File: src/rtl/gpio_bank_pkg.sv
// Package: shared register offsets and strobe bundle for the GPIO bank.
// Assumes the bus carries word offsets, not byte addresses.
package gpio_bank_pkg;

    // Word offsets of the bank registers; the order is fixed by software.
    typedef enum logic [2:0] {
        OFF_DIR = 3'd0,
        OFF_OUT = 3'd1,
        OFF_SET = 3'd2,
        OFF_CLR = 3'd3,
        OFF_IN  = 3'd4
    } reg_off_e;

    // One-hot write strobes produced by the decoder.
    typedef struct packed {
        logic dir;
        logic out;
        logic set;
        logic clr;
    } wr_strb_t;

endpackage

File: src/rtl/gpio_bank_sync.sv
// Module: multi-stage synchronizer for a vector of asynchronous pad inputs.
// Assumes each bit is independent (no bus coherence required) and STAGES >= 1.
module gpio_bank_sync #(
    parameter int W      = 32,
    parameter int STAGES = 2
) (
    input  logic         clk,
    input  logic         rst_n,
    input  logic [W-1:0] din,
    output logic [W-1:0] dout
);

    logic [W-1:0] stage_q [STAGES];

    for (genvar g = 0; g < STAGES; g++) begin : g_stage
        if (g == 0) begin : g_first
            // Capture the raw pads into the first stage.
            always_ff @(posedge clk) begin
                if (!rst_n) stage_q[g] <= '0;
                else        stage_q[g] <= din;
            end
        end else begin : g_next
            // Shift the previous stage forward.
            always_ff @(posedge clk) begin
                if (!rst_n) stage_q[g] <= '0;
                else        stage_q[g] <= stage_q[g-1];
            end
        end
    end

    assign dout = stage_q[STAGES-1];

endmodule

File: src/rtl/gpio_bank_wdec.sv
// Module: write decoder turning a word offset and strobe into one-hot enables.
// Assumes unused offsets must produce no strobe at all.
module gpio_bank_wdec
    import gpio_bank_pkg::*;
#(
    parameter int ADDR_W = 3
) (
    input  logic              wr,
    input  logic [ADDR_W-1:0] addr,
    output wr_strb_t          strb
);

    localparam logic [ADDR_W-1:0] A_DIR = ADDR_W'(OFF_DIR);
    localparam logic [ADDR_W-1:0] A_OUT = ADDR_W'(OFF_OUT);
    localparam logic [ADDR_W-1:0] A_SET = ADDR_W'(OFF_SET);
    localparam logic [ADDR_W-1:0] A_CLR = ADDR_W'(OFF_CLR);

    // Decode the offset into at most one active strobe.
    always_comb begin
        strb     = '0;
        strb.dir = wr && (addr == A_DIR);
        strb.out = wr && (addr == A_OUT);
        strb.set = wr && (addr == A_SET);
        strb.clr = wr && (addr == A_CLR);
    end

endmodule

File: src/rtl/gpio_bank_latch.sv
// Module: direction word and output latch with whole-word, set and clear updates.
// Assumes at most one strobe is active per cycle.
module gpio_bank_latch
    import gpio_bank_pkg::*;
#(
    parameter int W = 32
) (
    input  logic         clk,
    input  logic         rst_n,
    input  wr_strb_t     strb,
    input  logic [W-1:0] wdata,
    output logic [W-1:0] dir_q,
    output logic [W-1:0] out_q
);

    logic [W-1:0] out_d;

    // Direction word: resets to all inputs, replaced on a direction write.
    always_ff @(posedge clk) begin
        if (!rst_n)        dir_q <= '1;
        else if (strb.dir) dir_q <= wdata;
    end

    // Next latch value for the three update styles.
    always_comb begin
        out_d = out_q;
        if (strb.out)      out_d = wdata;
        else if (strb.set) out_d = out_q | wdata;
        else if (strb.clr) out_d = out_q & ~wdata;
    end

    // Output latch register.
    always_ff @(posedge clk) begin
        if (!rst_n) out_q <= '0;
        else        out_q <= out_d;
    end

endmodule

File: src/rtl/gpio_bank_rmux.sv
// Module: combinational read multiplexer over the bank's words.
// Assumes unmapped offsets return zero.
module gpio_bank_rmux
    import gpio_bank_pkg::*;
#(
    parameter int W      = 32,
    parameter int ADDR_W = 3
) (
    input  logic [ADDR_W-1:0] addr,
    input  logic [W-1:0]      dir_q,
    input  logic [W-1:0]      out_q,
    input  logic [W-1:0]      pad_sync,
    output logic [W-1:0]      rdata
);

    localparam logic [ADDR_W-1:0] A_DIR = ADDR_W'(OFF_DIR);
    localparam logic [ADDR_W-1:0] A_OUT = ADDR_W'(OFF_OUT);
    localparam logic [ADDR_W-1:0] A_SET = ADDR_W'(OFF_SET);
    localparam logic [ADDR_W-1:0] A_CLR = ADDR_W'(OFF_CLR);
    localparam logic [ADDR_W-1:0] A_IN  = ADDR_W'(OFF_IN);

    // Select the word addressed by the current offset.
    always_comb begin
        if (addr == A_DIR)
            rdata = dir_q;
        else if (addr == A_OUT || addr == A_SET || addr == A_CLR)
            rdata = out_q;
        else if (addr == A_IN)
            rdata = pad_sync;
        else
            rdata = '0;
    end

endmodule

File: src/rtl/gpio_bank.sv
// Module: top of one GPIO bank: register bus, direction, output latch, input sync.
// Assumes the bus issues one access per cycle and pads are asynchronous to clk.
module gpio_bank
    import gpio_bank_pkg::*;
#(
    parameter int NPINS       = 32,
    parameter int ADDR_W      = 3,
    parameter int SYNC_STAGES = 2
) (
    input  logic              clk,
    input  logic              rst_n,
    input  logic              reg_wr,
    input  logic [ADDR_W-1:0] reg_addr,
    input  logic [NPINS-1:0]  reg_wdata,
    output logic [NPINS-1:0]  reg_rdata,
    input  logic [NPINS-1:0]  pad_in,
    output logic [NPINS-1:0]  pad_out,
    output logic [NPINS-1:0]  pad_oe
);

    wr_strb_t         strb;
    logic [NPINS-1:0] dir_q;
    logic [NPINS-1:0] out_q;
    logic [NPINS-1:0] pad_sync;

    gpio_bank_wdec #(.ADDR_W(ADDR_W)) u_wdec (
        .wr   (reg_wr),
        .addr (reg_addr),
        .strb (strb)
    );

    gpio_bank_latch #(.W(NPINS)) u_latch (
        .clk   (clk),
        .rst_n (rst_n),
        .strb  (strb),
        .wdata (reg_wdata),
        .dir_q (dir_q),
        .out_q (out_q)
    );

    gpio_bank_sync #(.W(NPINS), .STAGES(SYNC_STAGES)) u_sync (
        .clk   (clk),
        .rst_n (rst_n),
        .din   (pad_in),
        .dout  (pad_sync)
    );

    gpio_bank_rmux #(.W(NPINS), .ADDR_W(ADDR_W)) u_rmux (
        .addr     (reg_addr),
        .dir_q    (dir_q),
        .out_q    (out_q),
        .pad_sync (pad_sync),
        .rdata    (reg_rdata)
    );

    // Pad drive: a direction bit of 1 means input, so the enable is its inverse.
    assign pad_oe  = ~dir_q;
    assign pad_out = out_q;

endmodule

File: config.mk
export PLATFORM = sky130hd
export DESIGN_NAME = gpio_bank
export DESIGN_NICKNAME = d
export VERILOG_FILES = /design/src/rtl/gpio_bank_pkg.sv /design/src/rtl/gpio_bank_sync.sv /design/src/rtl/gpio_bank_wdec.sv /design/src/rtl/gpio_bank_latch.sv /design/src/rtl/gpio_bank_rmux.sv /design/src/rtl/gpio_bank.sv
export SDC_FILE = /design/constraint.sdc
export NUM_CORES = 1
export LEC_CHECK = 0
export BUFFER_PORTS_ARGS = -buffer_cell sky130_fd_sc_hd__buf_2
export CORE_MARGIN = 1
export CORE_UTILIZATION = 51
export DETAILED_ROUTE_END_ITERATION = 10
export PLACE_DENSITY = 0.8
export SETUP_SLACK_MARGIN = 0.4
export SLEW_MARGIN = 20
export SYNTH_ARGS = -nofsm -noshare
export SYNTH_HDL_FRONTEND = slang
export SYNTH_SLANG_ARGS = --single-unit
export TNS_END_PERCENT = 30
File: constraint.sdc
create_clock -name clk -period 1.54 [get_ports clk]
set_input_delay 0.231 -clock clk [delete_from_list [all_inputs] [get_ports clk]]
set_output_delay 0.231 -clock clk [all_outputs]
set_load 0.05 [all_outputs]
==> metrics, run 1 <==
status aborted with a tool error; Halt Stage global routing (5_1_grt); Err [ERROR GRT-0232] Routing congestion too high. Check the congestion heatmap in the GUI.; CTS H-tree depth 4; post-synth design cell area 0.00530 mm2; Synthesized Nets 577; initial antenna violation count 2; clock buffer count from CTS 17; top-area cell type share of the netlist area 48.4%; Routability Congestion 0.834; # IOs 166; GR Overflow Total 292; Port Buffers 165; biggest area consumer among synthesized cells dfxtp_1; cells after synthesis 507; Root Driver clkbuf_8; worst endpoint type primary output; register area share after synthesis 48.4%; Synth async-reset ratio 0%; synth top area cells dfxtp_1, o211ai_2, and2_1; Post-synth EDFFs 0; Placed Cells 777; worst_ep grt reg_rdata[13]; clock sink count 128; Total GRT Usage 86.4%; Syn. warnings 0; Die X 104 um; die height 104 um; Syn Area/Cell 10.4 um2; FF+latch count, synth 128; clock tree buffer depth 2; starting density of the core 53.4%; Commonest cells post-synth dfxtp_1, and2_1, o211ai_2; ys flop type dfxtp_1; pin count of the biggest net entering global routing 68; Yosys cell types 23; dpl ws -0.117 ns; Cell Rows 36; Detailed Place HPWL 9.21 mm; count leader, synth dfxtp_1
-- through the flow --
stage	setup TNS, ns	hold WS, ns	cell area [um2]
CTS	-0.0342	0.0256	9290
global placement	-2.20	0.414	6790
detailed placement	-2.80	0.417	6790
floorplan	-0.505	0.357	5880
-- routing by layer --
metal | overflow | global-route usage, %
met4 | 77 | 93.0
met3 | 0 | 67.2
met2 | 212 | 106
met1 | 3 | 85.9
met5 | 0 | 10.5
-- what timing repair did --
action                                 CTS
buffers inserted                         8
setup endpoints to repair               96
gates cloned                             3
endpoints found under the hold margin   93
hold buffers                            63
pin swaps                               22
resized for setup                      392
-- cells by family after synthesis --
group | count (synthesis) | synth area share [%]
buffers and inverters | 84 | 9.52
AO/OA/AOI/OAI | 128 | 21.9
flip-flops | 128 | 48.4
XOR/XNOR | 1 | 0.165
multiplexers | 32 | 6.05
AND/OR/NAND/NOR | 134 | 14.0
==> run 2, diff against run 1 <==
--- a/config.mk
+++ b/config.mk
@@ -7,10 +7,9 @@
 export LEC_CHECK = 0
 export BUFFER_PORTS_ARGS = -buffer_cell sky130_fd_sc_hd__buf_2
 export CORE_MARGIN = 1
-export CORE_UTILIZATION = 51
+export CORE_UTILIZATION = 40
 export DETAILED_ROUTE_END_ITERATION = 10
-export PLACE_DENSITY = 0.8
-export SETUP_SLACK_MARGIN = 0.4
+export PLACE_DENSITY_LB_ADDON = 0.15
 export SLEW_MARGIN = 20
 export SYNTH_ARGS = -nofsm -noshare
 export SYNTH_HDL_FRONTEND = slang
==> run 2 against run 1 <==
  * The flow now finishes without violations
  * Synthesized cell count stayed put
  * Synthesized area stayed put
==> metrics, run 2 <==
status completed; Worst EP required 1.31 ns; Synthesized Nets 577 (unchanged); CTS H-tree depth 4 (unchanged); share of cells above drive strength 1 44.6%; Hold Crit Class in2reg; CTS tree done; Least-Margin Pin Slew 0.441 ns; clk_lat worst skew 0.41 ns; die area 0.0137 mm2; startpoint types primary input; GR Overflow Total 0; # IOs 166 (unchanged); power density cells 1220 mW/mm2; clock tree buffer depth 2 (unchanged); Maximum Capacitance Violations 0; die height 117 um (+13%); Worst Clk Skew 0.00483 ns; first-pass GRT wire length 21.3 mm; Commonest cells post-synth dfxtp_1, and2_1, o211ai_2; Fin. Hold Viols 0; critical path class in2out; count leader, synth dfxtp_1; commonest non-fill, non-tap cell in the layout buf_2; Syn. warnings 0 (unchanged); vias in the first global route 4059; maximum VDD drop 700 uV; Die X 117 um (+13%); Synth async-reset ratio 0% (unchanged); part of the cycle the worst path needs 98.9%; worst-path cell chain buf_8, nor2_4, buf_12, buf_12, mux2i_4, o21ai_4, buf_4; cells after synthesis 507 (unchanged); crit-path leading delay family buffers and inverters; pin count of the biggest net entering global routing 68; initial antenna violation count 0; Setup crit end kind output port; Post-DRT Antenna Nets 0; DRT Pass-1 Iters 4; Detailed Place HPWL 9.24 mm (+0.27%); register area share after synthesis 48.4% (unchanged); most frequent CP cell buf_12; Routability Congestion 0.797 (-4.4%); Cell Rows 41 (+14%); Port Buffers 165 (unchanged); via count 4356; final setup fails 0; Post-route DRC 0; P_leak 3.35 nW; final core utilization 58.5%; clock buffer count from CTS 17 (unchanged); Crit Path Max Fanout 7; starting density of the core 41.5% (-12 points); initial DRC count 249; P&R area growth vs syn 41.1%; average wire per cell in the routed design 16.4 um; Max stage delay cell, worst path mux2i_4; clock sink count 128 (unchanged); Final min period 1.52 ns; Critical Path AT 1.29 ns; highest clock rate 656 MHz; top-area cell type share of the netlist area 48.4% (unchanged); # nets final 737; post-route setup TNS 0 ns; flop-to-flop setup slack 0.81 ns; Ant. Diodes 0; Root Driver clkbuf_16; CP startpoint reg_addr[1]; slowest cell delay on critical path 0.26 ns; core area 0.0128 mm2; synth top area cells dfxtp_1, o211ai_2, and2_1; biggest area consumer among synthesized cells dfxtp_1; Final Max Slew Viols 0; Syn Area/Cell 10.4 um2 (unchanged); post-synth design cell area 0.00530 mm2 (unchanged); FF+latch count, synth 128 (unchanged); ys flop type dfxtp_1; Post-synth EDFFs 0 (unchanged); R2R Path Start u_latch.dir_q[6]; Hold Slack 0.0241 ns; final WL 14.0 mm; Yosys cell types 23 (unchanged); Via-to-Cell Ratio 5.12; hold path startpoint pad_in[2]; Buf/Inv on CP 4; Total GRT Usage 20.8%; Clock transition at path regs 0.05 ns; RSZ-0062 raised after global routing true; most frequent cells in the layout buf_2, dfxtp_1, and2_1; Slew headroom 70.5%
run 2: layer usage:
layer | GRT usage (%) | wire length, um | vias to the layer above
li1 | - | - | 2114
met1 | 27.3 | 6360 | 2096
met2 | 32.5 | 6580 | 129
met3 | 5.82 | 829 | 17
met4 | 8.27 | 213 | 0
met5 | 0 | 0 | -
run 2: report_power, final:
| group | internal (mW) | switching [mW] |
|---|---|---|
| clock | 2.74 | 1.42 |
| combinational | 0.520 | 0.873 |
| sequential | 3.46 | 0.0696 |
run 2: worst reg2reg max path, stage by stage, from the launching register on:
cell      delay [ns]
dfxtp_1         0.42
inv_1           0.09
o211ai_2        0.15
run 2: kinds of logic (layout without fill, tap and decap cells):
family,count (synthesis),in the layout,synth area share (%)
and+or+nand+nor,134,134,14.0
muxes,32,32,6.05
AOI/OAI and AO/OA,128,128,21.9
xor gates and xnor gates,1,1,0.165
DFF,128,128,48.4
buffers and inverters,84,256,9.52
run 2: final timing paths:
check                               to  cells after the start
setup / recovery         reg_rdata[23]                      7
hold / removal    u_sync.stage_q[0][2]                      2
setup reg to reg      u_latch.dir_q[6]                      2
hold reg to reg   u_sync.stage_q[1][5]                      1
run 2: area by class of cell:
type                       instances  area [um2]
clock buffer                      22         494
timing repair buffer             193        1450
sequential                       128        2560
fill                            1129        5300
clock inverter                     9         130
multi-input combinational        295        2500
inverter                          32         120
tap                              172         215
run 2: stage by stage:
| stage | cell area [um2] | setup WS (ns) | std cells | power (mW) |
|---|---|---|---|---|
| 3_5_place_dp | 6430 | -0.129 | 814 | 4.85 |
| 2_1_floorplan | 5450 | -0.230 | 507 | 4.48 |
| 5_1_grt | 7470 | -0.0255 | 851 | 9.39 |
| 6_report | 7470 | 0.0168 | 851 | 9.08 |
| 4_1_cts | 7230 | -0.0470 | 847 | 9.07 |
| 3_3_place_gp | 6430 | -0.128 | 814 | 4.82 |
run 2: repair_timing:
item / in CTS / in global routing
pin swaps: 1 / 2
hold buffers: 0 / 0
setup buffers: 1 / 2
gates cloned: 1 / 3
setup endpoints to repair: 20 / 32
gates resized for setup: 44 / 43
No activity file was read; power rests on OpenSTA's default activity.
